===== src/rtl/ecrc_tx_pkg.sv =====
package ecrc_tx_pkg;

  localparam int DW = 32;
  localparam logic [DW-1:0] CRC_POLY = 32'h04C1_1DB7;
  localparam logic [DW-1:0] CRC_SEED = 32'hFFFF_FFFF;
  localparam int TD_BIT = 15;
  localparam int EP_BIT = 14;
  localparam logic [DW-1:0] HDR_FORCE = (DW'(1) << TD_BIT) | (DW'(1) << EP_BIT);

  typedef enum logic [1:0] {
    POL_CLEAR = 2'd0,
    POL_GEN   = 2'd1,
    POL_PASS  = 2'd2,
    POL_UNSUP = 2'd3
  } ecrc_pol_e;

  // One dword into the CRC register, most significant bit first.
  function automatic logic [DW-1:0] crc_step(input logic [DW-1:0] crc,
                                             input logic [DW-1:0] d);
    logic [DW-1:0] c;
    c = crc;
    for (int i = DW - 1; i >= 0; i--) begin
      if (c[DW-1] ^ d[i]) c = (c << 1) ^ CRC_POLY;
      else                c = c << 1;
    end
    return c;
  endfunction

  function automatic ecrc_pol_e pick_policy(input logic fwd, input logic gen,
                                            input logic single_beat);
    if (single_beat) return POL_UNSUP;
    if (fwd)         return POL_PASS;
    if (gen)         return POL_GEN;
    return POL_CLEAR;
  endfunction

  function automatic logic [DW-1:0] rewrite_hdr(input logic [DW-1:0] d,
                                                input ecrc_pol_e pol);
    logic [DW-1:0] r;
    r = d;
    if (pol == POL_CLEAR) r[TD_BIT] = 1'b0;
    if (pol == POL_GEN)   r[TD_BIT] = 1'b1;
    return r;
  endfunction

endpackage


===== src/rtl/ecrc_tx_policy.sv =====
module ecrc_tx_policy
  import ecrc_tx_pkg::*;
(
  input  logic      clk,
  input  logic      rst_n,
  input  logic      cfg_fwd_en,
  input  logic      cfg_gen_en,
  input  logic      sop_present,
  input  logic      eop_present,
  input  logic      beat_accept,
  output ecrc_pol_e pol_now
);

  ecrc_pol_e pol_q;
  ecrc_pol_e pol_live;
  logic      active_q;
  logic      sop_accept;

  assign pol_live   = pick_policy(cfg_fwd_en, cfg_gen_en, eop_present);
  assign sop_accept = beat_accept && sop_present;
  assign pol_now    = sop_present ? pol_live : pol_q;

  always_ff @(posedge clk) begin
    if (!rst_n) begin
      pol_q    <= POL_PASS;
      active_q <= 1'b0;
    end else begin
      if (sop_accept) pol_q <= pol_live;
      if (beat_accept) active_q <= !eop_present;
    end
  end

  AST_POLICY_HELD: assert property (@(posedge clk) disable iff (!rst_n)
    (active_q && !sop_accept) |=> $stable(pol_q));

endmodule


===== src/rtl/ecrc_tx_crc.sv =====
module ecrc_tx_crc
  import ecrc_tx_pkg::*;
(
  input  logic          clk,
  input  logic          rst_n,
  input  logic          beat_accept,
  input  logic          first_beat,
  input  logic [DW-1:0] beat_data,
  output logic [DW-1:0] crc_word
);

  logic [DW-1:0] crc_q;
  logic [DW-1:0] crc_base;
  logic [DW-1:0] crc_feed;

  assign crc_base = first_beat ? CRC_SEED : crc_q;
  assign crc_feed = first_beat ? (beat_data | HDR_FORCE) : beat_data;
  assign crc_word = ~crc_q;

  always_ff @(posedge clk) begin
    if (!rst_n)           crc_q <= CRC_SEED;
    else if (beat_accept) crc_q <= crc_step(crc_base, crc_feed);
  end

endmodule


===== src/rtl/ecrc_tx_stage.sv =====
module ecrc_tx_stage
  import ecrc_tx_pkg::*;
(
  input  logic          clk,
  input  logic          rst_n,
  input  logic          cfg_fwd_en,
  input  logic          cfg_gen_en,
  input  logic          in_valid,
  output logic          in_ready,
  input  logic          in_sop,
  input  logic          in_eop,
  input  logic [DW-1:0] in_data,
  output logic          out_valid,
  input  logic          out_ready,
  output logic          out_sop,
  output logic          out_eop,
  output logic [DW-1:0] out_data,
  output logic          err_unsup
);

  ecrc_pol_e     pol_now;
  logic          append_q;
  logic          err_q;
  logic          beat_acc;
  logic          gen_eop_acc;
  logic [DW-1:0] crc_word;

  assign in_ready    = out_ready && !append_q;
  assign beat_acc    = in_valid && in_ready;
  assign gen_eop_acc = beat_acc && in_eop && (pol_now == POL_GEN);

  ecrc_tx_policy u_policy (
    .clk         (clk),
    .rst_n       (rst_n),
    .cfg_fwd_en  (cfg_fwd_en),
    .cfg_gen_en  (cfg_gen_en),
    .sop_present (in_valid && in_sop),
    .eop_present (in_eop),
    .beat_accept (beat_acc),
    .pol_now     (pol_now)
  );

  ecrc_tx_crc u_crc (
    .clk         (clk),
    .rst_n       (rst_n),
    .beat_accept (beat_acc),
    .first_beat  (in_sop),
    .beat_data   (in_data),
    .crc_word    (crc_word)
  );

  assign out_valid = append_q || in_valid;
  assign out_sop   = append_q ? 1'b0 : in_sop;
  assign out_eop   = append_q ? 1'b1 : (in_eop && (pol_now != POL_GEN));
  assign out_data  = append_q ? crc_word
                   : (in_sop ? rewrite_hdr(in_data, pol_now) : in_data);
  assign err_unsup = err_q;

  always_ff @(posedge clk) begin
    if (!rst_n) begin
      append_q <= 1'b0;
      err_q    <= 1'b0;
    end else begin
      if (append_q && out_ready) append_q <= 1'b0;
      else if (gen_eop_acc)      append_q <= 1'b1;
      err_q <= beat_acc && in_sop && in_eop;
    end
  end

  AST_APPEND_BLOCKS_IN: assert property (@(posedge clk) disable iff (!rst_n)
    gen_eop_acc |=> (out_valid && out_eop && !out_sop && !in_ready));

  AST_CLEAR_TD: assert property (@(posedge clk) disable iff (!rst_n)
    (out_valid && out_sop && pol_now == POL_CLEAR) |-> !out_data[TD_BIT]);

  AST_OUT_HOLD: assert property (@(posedge clk) disable iff (!rst_n)
    (append_q && !out_ready) |=> (out_valid && $stable(out_data)));

  AST_ERR_CAUSE: assert property (@(posedge clk) disable iff (!rst_n)
    err_unsup |-> $past(out_valid && out_ready && out_sop && out_eop));

  AST_RESET_QUIET: assert property (@(posedge clk)
    $past(!rst_n) |-> !err_unsup);

endmodule


===== config.mk =====
export PLATFORM = sky130hd
export DESIGN_NAME = ecrc_tx_stage
export DESIGN_NICKNAME = d
export VERILOG_FILES = /design/src/rtl/ecrc_tx_pkg.sv /design/src/rtl/ecrc_tx_policy.sv /design/src/rtl/ecrc_tx_crc.sv /design/src/rtl/ecrc_tx_stage.sv
export SDC_FILE = /design/constraint.sdc
export NUM_CORES = 1
export LEC_CHECK = 0
export BUFFER_PORTS_ARGS = -buffer_cell sky130_fd_sc_hd__buf_4
export CAP_MARGIN = 20
export CORE_MARGIN = 8
export CORE_UTILIZATION = 60
export DETAILED_ROUTE_END_ITERATION = 7
export PLACE_DENSITY = 0.83
export REMOVE_ABC_BUFFERS = 1
export SLEW_MARGIN = 20
export SYNTH_ARGS = -nofsm -noshare
export SYNTH_HDL_FRONTEND = slang
export SYNTH_SLANG_ARGS = --single-unit
export TNS_END_PERCENT = 5

===== constraint.sdc =====
create_clock -name clk -period 5.7 [get_ports clk]
set_input_delay 0.285 -clock clk [delete_from_list [all_inputs] [get_ports clk]]
set_output_delay 0.285 -clock clk [all_outputs]
set_load 0.02 [all_outputs]

After elaboration in Yosys (flattened, before gate mapping)

Cells that the tools add are included.

Bitwise logic cells: 66
Muxes and demuxes: 115
Reductions and logical operators: 14
Eq/ne operators: 2

Operators with widths:

| cell                 | count |
|---|---|
| $mux W32             | 64 |
| $mux W27             | 32 |
| $not A14 Y14         | 32 |
| $mux W16             | 2 |
| $not A32 Y32         | 1 |
| $xor A1 B1 Y1        | 32 |
| $mux W2              | 7 |
| $logic_and A1 B1 Y1  | 10 |
| $mux W1              | 10 |
| $eq A2 B1 Y1 const B | 1 |
| $logic_not A2 Y1     | 1 |
| $ne A2 B1 Y1 const B | 1 |
| $reduce_or A2 Y1     | 1 |
| $logic_not A1 Y1     | 1 |
| $logic_or A1 B1 Y1   | 1 |
| $not A1 Y1           | 1 |

Register bits after elaboration: 36
Output and inout bits: 37
Logic and storage cells: 201
Bits of input ports: 40

Longest topological paths before layout

Gate-level depths: netlist (run 1).

Depth in word-level cells: 127
Gate-level depth with buffers: 14
Gate-level depth less buffers: 11

Modules after synthesis

Synthesis (run 1) repeated with hierarchy kept, for this count alone.

Cells, all modules: 559
Area, all modules: 5,978.2 um^2

By module, submodules not included:

| module         | instances | cells each | area each (um^2) |
|---|---|---|---|
| ecrc_tx_crc    | 1         | 489        | 5,282.6 |
| ecrc_tx_stage  | 1         | 55         | 574.3 |
| ecrc_tx_policy | 1         | 15         | 121.4 |

Least setup slack after synthesis (run 1)

No wires, ideal clock.

Kind: input port to flip-flop
From: in in_data[26]
To: reg u_crc.crc_q[6]
Setup time: 0.132 ns
Path buffers: 1
Required time: 5.568 ns
Stages: 11
Arrival: 3.498 ns
Setup slack: 2.070 ns
Cells stage by stage: buf_2 xor2_1 xnor3_1 xnor3_2 xnor3_1 xnor2_2 xnor3_2 xnor3_2 xor2_1 nor2_1 o21ai_1

Word-level cells in the longest chain between the ends: 84

Ends and longest elaborated chain:

| what                                                           | line                                 | text |
|---|---|---|
| start: declaration                                             | ecrc_tx_stage.sv:12                  | `input logic [DW-1:0] in_data,` |
| $xor A1 B1 Y1 *                                                | ecrc_tx_pkg.sv:23                    | `if (c[DW-1] ^ d[i]) c = (c << 1) ^ CRC_POLY;` |
| $mux W27 *                                                     | ecrc_tx_pkg.sv:23                    |  |
| $mux W32 *                                                     | ecrc_tx_crc.sv:22                    | `else if (beat_accept) crc_q <= crc_step(crc_base, crc_feed);` |
| $mux W32 *                                                     | ecrc_tx_crc.sv:21                    | `if (!rst_n) crc_q <= CRC_SEED;` |
| $mux W27 or $not A14 Y14 (tied branches)                       | --                                   |  |
| $mux W32 *                                                     | ecrc_tx_crc.sv:22                    |  |
| $mux W32 *                                                     | ecrc_tx_crc.sv:21                    |  |
| $mux W27 (tied with other cells)                               | ecrc_tx_pkg.sv:23                    |  |
| (+68 left out)                                                 | --                                   |  |
| $mux W27 or $mux W32 (tied branches)                           | ecrc_tx_pkg.sv:23, ecrc_tx_crc.sv:21 |  |
| $mux W32 *                                                     | ecrc_tx_crc.sv:22                    |  |
| $mux W32 *                                                     | ecrc_tx_crc.sv:21                    |  |
| $not A14 Y14 (no source line) or $xor A1 B1 Y1 (tied branches) | --                                   |  |
| $mux W27 *                                                     | ecrc_tx_pkg.sv:23                    |  |
| $mux W32 *                                                     | ecrc_tx_crc.sv:22                    |  |
| $mux W32 *                                                     | ecrc_tx_crc.sv:21                    |  |
| $mux W27 *                                                     | ecrc_tx_pkg.sv:23                    |  |
| end signal: assignment                                         | ecrc_tx_crc.sv:22                    |  |
| end: declaration                                               | ecrc_tx_crc.sv:12                    | `logic [DW-1:0] crc_q;` |

Mark *: on every way between the ends. The rest lies on a longest branch, timed or not. The select of a mux whose other input is x is not followed.
A chain may end at the register's enable or synchronous reset.

Final worst setup path (run 1)

From: reg u_crc.crc_q[31]
To: reg u_crc.crc_q[14]

Word-level cells in the longest chain between the ends: 103

Ends and longest elaborated chain:

| what                                                      | line                                 | text |
|---|---|---|
| $mux W32 *                                                | ecrc_tx_crc.sv:16                    | `assign crc_base = first_beat ? CRC_SEED : crc_q;` |
| $xor A1 B1 Y1 *                                           | ecrc_tx_pkg.sv:23                    |  |
| $mux W27 *                                                | ecrc_tx_pkg.sv:23                    |  |
| $mux W32 *                                                | ecrc_tx_crc.sv:22                    |  |
| $mux W32 *                                                | ecrc_tx_crc.sv:21                    |  |
| $not A14 Y14 (no source line) or $mux W27 (tied branches) | --                                   |  |
| $mux W27 or $mux W32 (tied branches)                      | ecrc_tx_pkg.sv:23, ecrc_tx_crc.sv:22 |  |
| $mux W32 *                                                | ecrc_tx_crc.sv:22                    |  |
| (+87 left out)                                            | --                                   |  |
| $not A14 Y14 (no source line)                             | --                                   |  |
| $mux W27 *                                                | ecrc_tx_pkg.sv:23                    |  |
| $mux W32 *                                                | ecrc_tx_crc.sv:22                    |  |
| $mux W32 *                                                | ecrc_tx_crc.sv:21                    |  |
| $mux W27 *                                                | ecrc_tx_pkg.sv:23                    |  |
| $mux W32 *                                                | ecrc_tx_crc.sv:22                    |  |
| $mux W32 *                                                | ecrc_tx_crc.sv:21                    |  |
| $mux W27 *                                                | ecrc_tx_pkg.sv:23                    |  |

Marks and branches as above.

==> impl_metrics.tcl, run 1 <==
set metrics [dict create \
    cts.sinks 36 \
    cts_htree_levels 2 \
    synth_area_sq_um 5330 \
    synth_top_area_cell "xnor2_1" \
    postCtsSetupRepairBufs 0 \
    cts_buffers 5 \
    grt_pass1_vias 3817 \
    met2_usage_pct 40.3 \
    num_io_pins 77 \
    die_area_sq_um 12200 \
    cts_tree "yes" \
    min_period_ps 4440 \
    cts.clk_slew.worst_paths_ps 90 \
    hold_violations 0 \
    yosys_register_bits 36 \
    core_area_sq_um 8680 \
    use_met1_pct 33.3 \
    overflow 0 \
    place_inst 707 \
    synth_area_per_cell_sq_um 9.66 \
    worstPathArrival_ps 4620 \
    grt_usage_pct 24.6 \
    rows 34 \
    worstPathRequired_ps 5880 \
    cts_root_buf "clkbuf_8" \
    drt_pre_antenna_iters 7 \
    setup_viol 0 \
    num-fill-cells 685 \
    yosysUniqueCellTypes 38 \
    fin_cells 715 \
    grt_max_degree 64 \
    path_class "flop to flop" \
    antenna_left 0 \
    antennaDiodeCount 0 \
    die_h_um 110 \
    maxSlewHeadroom_pct 35.8 \
    vias 3888 \
    worstSkewPairLatency_ps 300 \
    multi_input_area_sq_um 4460 \
    routed_wl_um 14700 \
    netlist_top_cells_area "xnor2_1 (25%), xnor3_1 (15%), dfxtp_1 (14%), xor2_1 (8.0%), xnor2_2 (4.3%)" \
    fmax_ghz 0.225 \
    status "complete, no violations" \
    nets 646 \
    crit_path_max_fanout 9 \
    drive_gt1_share_pct 21.6 \
    cts_resized 0 \
    gp_congestion 0.962 \
    hold_path.class "input pin to flop" \
    drv_slew 0 \
    grt_first_pass_wirelength_um 22200 \
    max-cap-violations 0 \
    skew_ps 4.79 \
    synth_top_area_share_pct 24.8 \
    initial_core_util_pct 61.5 \
    area_delta_synth_final_pct 12.7 \
    yosysSeqAreaShare_pct 13.5 \
    drt_iter0_markers 335 \
    met3_usage_pct 3.14 \
    clock_path_buffers 2 \
    io_buffers 76 \
    drc 0 \
    tightest_slew_ps 956 \
    post-route-period-util_pct 77.9 \
    antenna_found_initial 0 \
    holdBufCountCts 0 \
    tns_ps 0 \
    hpwlAfterDp_um 11800 \
    die_w_um 110 \
    top_usage_layer "met2" \
    synthCells 552 \
    worst_setup_path_end_kind "flop" \
    routedWlPerCell_um 20.6 \
    yosysWarnings 0 \
    rsz0062_at_grt "no" \
    regArea_sq_um 721 \
    routed_via_density 5.44 \
    cp-start-kind "flop" \
]
==> metrics by stage <==
step                utilization, %  instance area (sq um)  hold slack, ps  setup WS, ps
floorplan                        -                   5190             350          2020
global placement              68.1                   5910             488          1180
detailed placement            68.1                   5910             502          1150
CTS                           69.2                   6000             225          1250
global route                  69.3                   6010             259          1100
finish                        69.3                   6010             232          1260
==> critical path: stages, from the launching register on <==
cell and delay (ps):
dfxtp_1 610, xnor2_1 190, nor2_2 90, xnor2_4 410, xnor3_1 580, xnor3_1 710, xnor3_1 500, xnor2_2 430
xnor3_1 400, xor2_1 170, nor2_1 140, o21ai_1 80
==> placed cells by master, fill, tap and decap left out, drive strengths merged, types with 5 or more instances in the layout <==
master	n
buf	78
clkbuf	5
dfxtp	36
inv	6
nand2	60
nor2	59
o211ai	21
o21ai	41
xnor2	172
xnor3	44
xor2	54
xor3	9
==> area by class of cell <==
type	instances	share of cell area (%)
Inverter	6	0.375
Multi-Input combinational cell	479	74.1
Tap cell	108	2.25
Clock buffer	5	1.14
Timing Repair Buffer	78	9.74
Clock inverter	3	0.395
Sequential cell	36	12.0
==> cells by family (layout without fill, tap and decap cells) <==
family | Yosys count | count (layout) | share of synthesized area, %
buffers and inverters | 37 | 92 | 3.19
AND/OR/NAND/NOR | 127 | 127 | 9.62
AO/OA/AOI/OAI | 71 | 71 | 8.02
flip-flops | 36 | 36 | 13.5
XOR/XNOR | 279 | 279 | 65.3
multiplexers | 2 | 2 | 0.375
==> cells in the mapped netlist, drive strengths merged <==
master,n
a21oi,4
and2,1
a211oi,1
xnor3,44
o211ai,21
a31oi,2
nand2,60
a21o,1
xor3,9
nor3b,1
dfxtp,36
buf,14
inv,6
mux2i,2
o21a,1
nor2,59
clkbuf,17
nor4b,1
xnor2,172
nor2b,2
o21ai,41
or2,1
xor2,54
nand3,2
==> worst paths after layout <==
kind	from	end	slack (ps)	cells past startpoint
setup / recovery	u_crc.crc_q[31]$_SDFFE_PN1P_	u_crc.crc_q[14]$_SDFFE_PN1P_	1260	11
hold / removal	in_eop	err_unsup$_SDFF_PN0_	230	3
setup reg to reg	u_crc.crc_q[31]$_SDFFE_PN1P_	u_crc.crc_q[14]$_SDFFE_PN1P_	1260	11
hold reg to reg	u_crc.crc_q[4]$_SDFFE_PN1P_	u_crc.crc_q[4]$_SDFFE_PN1P_	510	2
==> sequential cells by signal, indices dropped and copies added (netlist names) <==
name	flops
u_crc.crc_q	32
u_policy.pol_q	2
append_q	1
err_unsup	1
==> layer usage <==
layer  up-vias  routed length [um]
met3        23                1030
li1       1890                   -
met5         -                   0
met4         0                 322
met2       129                7070
met1      1846                6300
Power of run 1 is left out: the tool's default activity adds up to more than one toggle a clock period on the data nets, which glitch-free logic cannot reach.
==> run 2: changes to the inputs <==
CORE_UTILIZATION = 54   (was 60)
PLACE_DENSITY = 0.79   (was 0.83)
clock period = 3.7 ns   (was 5.7 ns; I/O delays follow)
==> impl_metrics.tcl, run 2 (synthesis results as in run 1) <==
set metrics [dict create \
    status "complete, no violations" \
    slowest_delay_ps 560 \
    post-route-cell-area_sq_um 6930 \
    skew_ps 15.4 \
    setup_viol 0 \
    core_area_sq_um 9680 \
    die_h_um 115 \
    clock_path_buffers 2 \
    maxSlewHeadroom_pct 33.8 \
    reg_top3 "u_crc.crc_q x32, u_policy.pol_q x2" \
    crit_path_max_fanout 6 \
    crit_start "u_crc.crc_q[31]$_SDFFE_PN1P_" \
    drive_gt1_share_pct 35.8 \
    grt_max_degree 64 \
    routedWlPerCell_um 19.0 \
    post_dp_cell_area_sq_um 6520 \
    tightest_slew_ps 986 \
    r2r_cells 14 \
    path_class "flop to flop" \
    worstSkewPairLatency_ps 320 \
    die_area_sq_um 13300 \
    regArea_sq_um 727 \
    num_io_pins 77 \
    num-fill-cells 731 \
    cts.sinks 36 \
    reg2reg_slack_ps 60 \
    holdBufCountCts 0 \
    drt_iter0_markers 243 \
    path_depth 14 \
    crit_end "u_crc.crc_q[7]$_SDFFE_PN1P_" \
    grt_first_pass_wirelength_um 24000 \
    area_delta_synth_final_pct 29.9 \
    rsz0062_at_grt "yes" \
    drt_pre_antenna_iters 4 \
    cts_tree "yes" \
    cp-start-kind "flop" \
    antennaDiodeCount 0 \
    crit_slowest_cell "xnor3_2" \
    worst_setup_path_end_kind "flop" \
    min_period_ps 3640 \
    vias 4253 \
    top_register "u_crc.crc_q" \
    cts_buffers 5 \
    hold_path.class "input pin to flop" \
    drc 0 \
    cts_htree_levels 2 \
    critPathBufInv 4 \
    cts.clk_slew.worst_paths_ps 80 \
    initial_core_util_pct 55.1 \
    layout_common_cells "buf_4 (173), xnor2_1 (144), nand2_1 (60)" \
    largest_reg_flops 32 \
    whs_ps 130 \
    antenna_found_initial 0 \
    crit_chain "buf_4 -> xnor2_1 -> nor2_2 -> buf_4 -> xor3_1 -> buf_4 -> xnor3_1 -> xnor2_2 -> xnor3_2 -> buf_12 -> xnor2_4 -> xnor2_1 -> nor2_1 -> o21ai_1" \
    r2r-end "u_crc.crc_q[7]$_SDFFE_PN1P_" \
    path_common_cell "buf_4" \
    die_w_um 115 \
    worstPathRequired_ps 3940 \
    final_common_cell "buf_4" \
    worstPathArrival_ps 3880 \
    rows 36 \
    multi_input_area_sq_um 4550 \
    antenna_left 0 \
    io_buffers 76 \
    nets 743 \
    fmax_ghz 0.274 \
    max-cap-violations 0 \
    routed_wl_um 15900 \
    overflow 0 \
    cp_top_family "XOR/XNOR gates" \
    cts_root_buf "clkbuf_8" \
    grt_usage_pct 24.0 \
    grt_pass1_vias 4446 \
    routed_via_density 5.08 \
    drv_slew 0 \
    hpwlAfterDp_um 12700 \
    post-route-period-util_pct 98.5 \
    gp_congestion 0.921 \
    timing.rr.start "u_crc.crc_q[31]$_SDFFE_PN1P_" \
    hold_violations 0 \
]
==> run 2: worst min-delay path by stage <==
stage / end / from / cells after the start
6_report: err_unsup$_SDFF_PN0_ / in_eop / 3
5_1_grt: err_unsup$_SDFF_PN0_ / in_eop / 3
4_1_cts: err_unsup$_SDFF_PN0_ / in_eop / 3
3_5_place_dp: err_unsup$_SDFF_PN0_ / in_eop / 3
3_3_place_gp: err_unsup$_SDFF_PN0_ / in_eop / 3
2_1_floorplan: u_crc.crc_q[11]$_SDFFE_PN1P_ / rst_n / 1
==> run 2: routing by layer <==
layer  wire length, um  vias to the layer above  track usage, %
met4               274                        0            5.87
met1              6510                     2027            29.3
li1                  -                     2085               -
met2              8050                      124            42.8
met3              1050                       17            3.89
met5                 0                        -               0
==> run 2: layout make-up <==
cell class | instances | area share (%)
Multi-Input combinational cell | 479 | 65.6
Clock buffer | 7 | 1.39
Clock inverter | 1 | 0.433
Inverter | 6 | 0.325
Sequential cell | 36 | 10.5
Tap cell | 133 | 2.40
Timing Repair Buffer | 175 | 19.3
==> run 2: tightest hold or removal path, stage by stage <==
cell and delay (ps):
buf_4 130, nand2_1 50, nor2_1 30
==> run 2: timing repair <==
action,in CTS,in global routing
setup endpoints to repair,4,20
hold endpoints to repair,0,0
pin swaps,0,20
setup buffers,0,22
resized for setup,1,25
==> run 2: through the flow <==
| step | setup TNS, ps | cells | setup WS (ps) | utilization (%) |
|---|---|---|---|---|
| finish | 0 | 837 | 55.3 | 71.5 |
| global route | -133 | 837 | -35.0 | 71.5 |
| global placement | 0 | 807 | 36.8 | 67.3 |
| floorplan | 0 | 521 | 18.6 | - |
| detailed placement | -76.7 | 807 | -33.4 | 67.3 |
| CTS | 0 | 815 | 5.62 | 68.6 |
Power of run 2 is left out for the same reason.
==> run 3: changes to the inputs <==
CORE_UTILIZATION = 38   (was 54)
PLACE_DENSITY = 0.59   (was 0.79)
==> impl_metrics.tcl, run 3 (synthesis results as in run 1) <==
set metrics [dict create \
    layout_common_cells "buf_4 (166), xnor2_1 (142), nand2_1 (60)" \
    vias 4099 \
    hpwlAfterDp_um 13500 \
    die_w_um 134 \
    die_h_um 134 \
    met3_usage_pct 2.71 \
    rows 43 \
    cts.sinks 36 \
    cts_root_buf "clkbuf_16" \
    crit_path_max_fanout 5 \
    antenna_left 0 \
    hold_violations 0 \
    routed_via_density 4.67 \
    cts_tree "yes" \
    grt_first_pass_wirelength_um 25100 \
    min_period_ps 3590 \
    final_common_cell "buf_4" \
    cts_htree_levels 2 \
    crit_slowest_cell "xnor3_1" \
    drt_pre_antenna_iters 4 \
    whs_ps 142 \
    tns_ps 0 \
    antenna_found_initial 0 \
    crit_chain "buf_4 -> xnor2_1 -> nor2_2 -> buf_4 -> xor2_1 -> xnor3_1 -> xnor3_1 -> xnor3_1 -> xnor3_1 -> xnor2_1 -> buf_4 -> xnor2_1 -> o211ai_1" \
    clock_path_buffers 2 \
    nets 737 \
    slowest_delay_ps 530 \
    drt_iter0_markers 191 \
    overflow 0 \
    core_area_sq_um 13800 \
    tightest_slew_ps 644 \
    largest_reg_flops 32 \
    drv_slew 0 \
    met2_usage_pct 32.0 \
    worstSkewPairLatency_ps 300 \
    grt_max_degree 63 \
    routed_wl_um 16500 \
    cts.clk_slew.worst_paths_ps 60 \
    fmax_ghz 0.278 \
    gp_congestion 0.881 \
    cp-start-kind "flop" \
    path_common_cell "xnor3_1" \
    use_met1_pct 23.8 \
    hold_path.class "input pin to flop" \
    post-route-period-util_pct 97.1 \
    drc 0 \
    worst_setup_path_end_kind "flop" \
    routedWlPerCell_um 18.8 \
    reg_top3 "u_crc.crc_q x32, u_policy.pol_q x2" \
    worstPathRequired_ps 3850 \
    area_delta_synth_final_pct 30.9 \
    skew_ps 6.42 \
    die_area_sq_um 18100 \
    top_register "u_crc.crc_q" \
    num-fill-cells 1355 \
    setup_slack_ps 107 \
    num_io_pins 77 \
    cts_buffers 5 \
    drive_gt1_share_pct 34.2 \
    holdBufCountCts 0 \
    setup_viol 0 \
    dp_slack_ps 6.26 \
    worstPathArrival_ps 3750 \
    antennaDiodeCount 0 \
    maxSlewHeadroom_pct 56.9 \
    top_usage_layer "met2" \
    grt_pass1_vias 4176 \
    path_class "flop to flop" \
    reg2reg_slack_ps 110 \
    initial_core_util_pct 38.7 \
    status "complete, no violations" \
    max-cap-violations 0 \
    grt_usage_pct 18.5 \
    rsz0062_at_grt "no" \
    io_buffers 76 \
]
-- run 3: critical path: cells and delay by family, from the launching register on --
| family | cells | cell delay (ps) |
|---|---|---|
| xor+xnor | 8 | 2370 |
| simple gates | 1 | 180 |
| compound gates | 1 | 120 |
| flops | 1 | 310 |
| buf+inv | 3 | 450 |
-- run 3: layout make-up --
cell class | instances | area [sq um] | area share [%]
clock buffer | 5 | 125 | 1.79
multi-input combinational | 479 | 4540 | 65.0
inverter | 6 | 22.5 | 0.323
clock inverter | 3 | 42.5 | 0.609
tap | 180 | 225 | 3.23
timing repair buffer | 169 | 1310 | 18.7
sequential | 36 | 723 | 10.4
-- run 3: path summary, 6_finish.rpt --
check                               start                           end  depth (start not counted)
max          u_crc.crc_q[31]$_SDFFE_PN1P_  u_crc.crc_q[25]$_SDFFE_PN1P_                         13
min                                in_eop          err_unsup$_SDFF_PN0_                          3
min reg2reg  u_crc.crc_q[12]$_SDFFE_PN1P_  u_crc.crc_q[12]$_SDFFE_PN1P_                          2
max reg2reg  u_crc.crc_q[31]$_SDFFE_PN1P_  u_crc.crc_q[25]$_SDFFE_PN1P_                         13
-- run 3: routing by layer --
layer / part of all wire (%) / vias to the layer above / wire (um)
met5: 0 / - / 0
met4: 1.1 / 0 / 184
met3: 3.0 / 12 / 497
met2: 50 / 71 / 8190
met1: 46 / 1944 / 7600
li1: - / 2072 / -
-- run 3: stage by stage --
| step | util [%] | cell area, sq um | cells |
|---|---|---|---|
| 6_report | 50.7 | 6980 | 878 |
| 5_1_grt | 50.7 | 6980 | 878 |
| 4_1_cts | 49.9 | 6880 | 875 |
| 3_5_place_dp | 48.7 | 6710 | 867 |
| 3_3_place_gp | 48.6 | 6700 | 867 |
| 2_1_floorplan | - | 5190 | 521 |
-- run 3: what timing repair did --
action,CTS,global route
endpoints found under the setup margin,0,19
setup buffers,0,3
gates resized for setup,0,16
Power of run 3 is left out for the same reason.
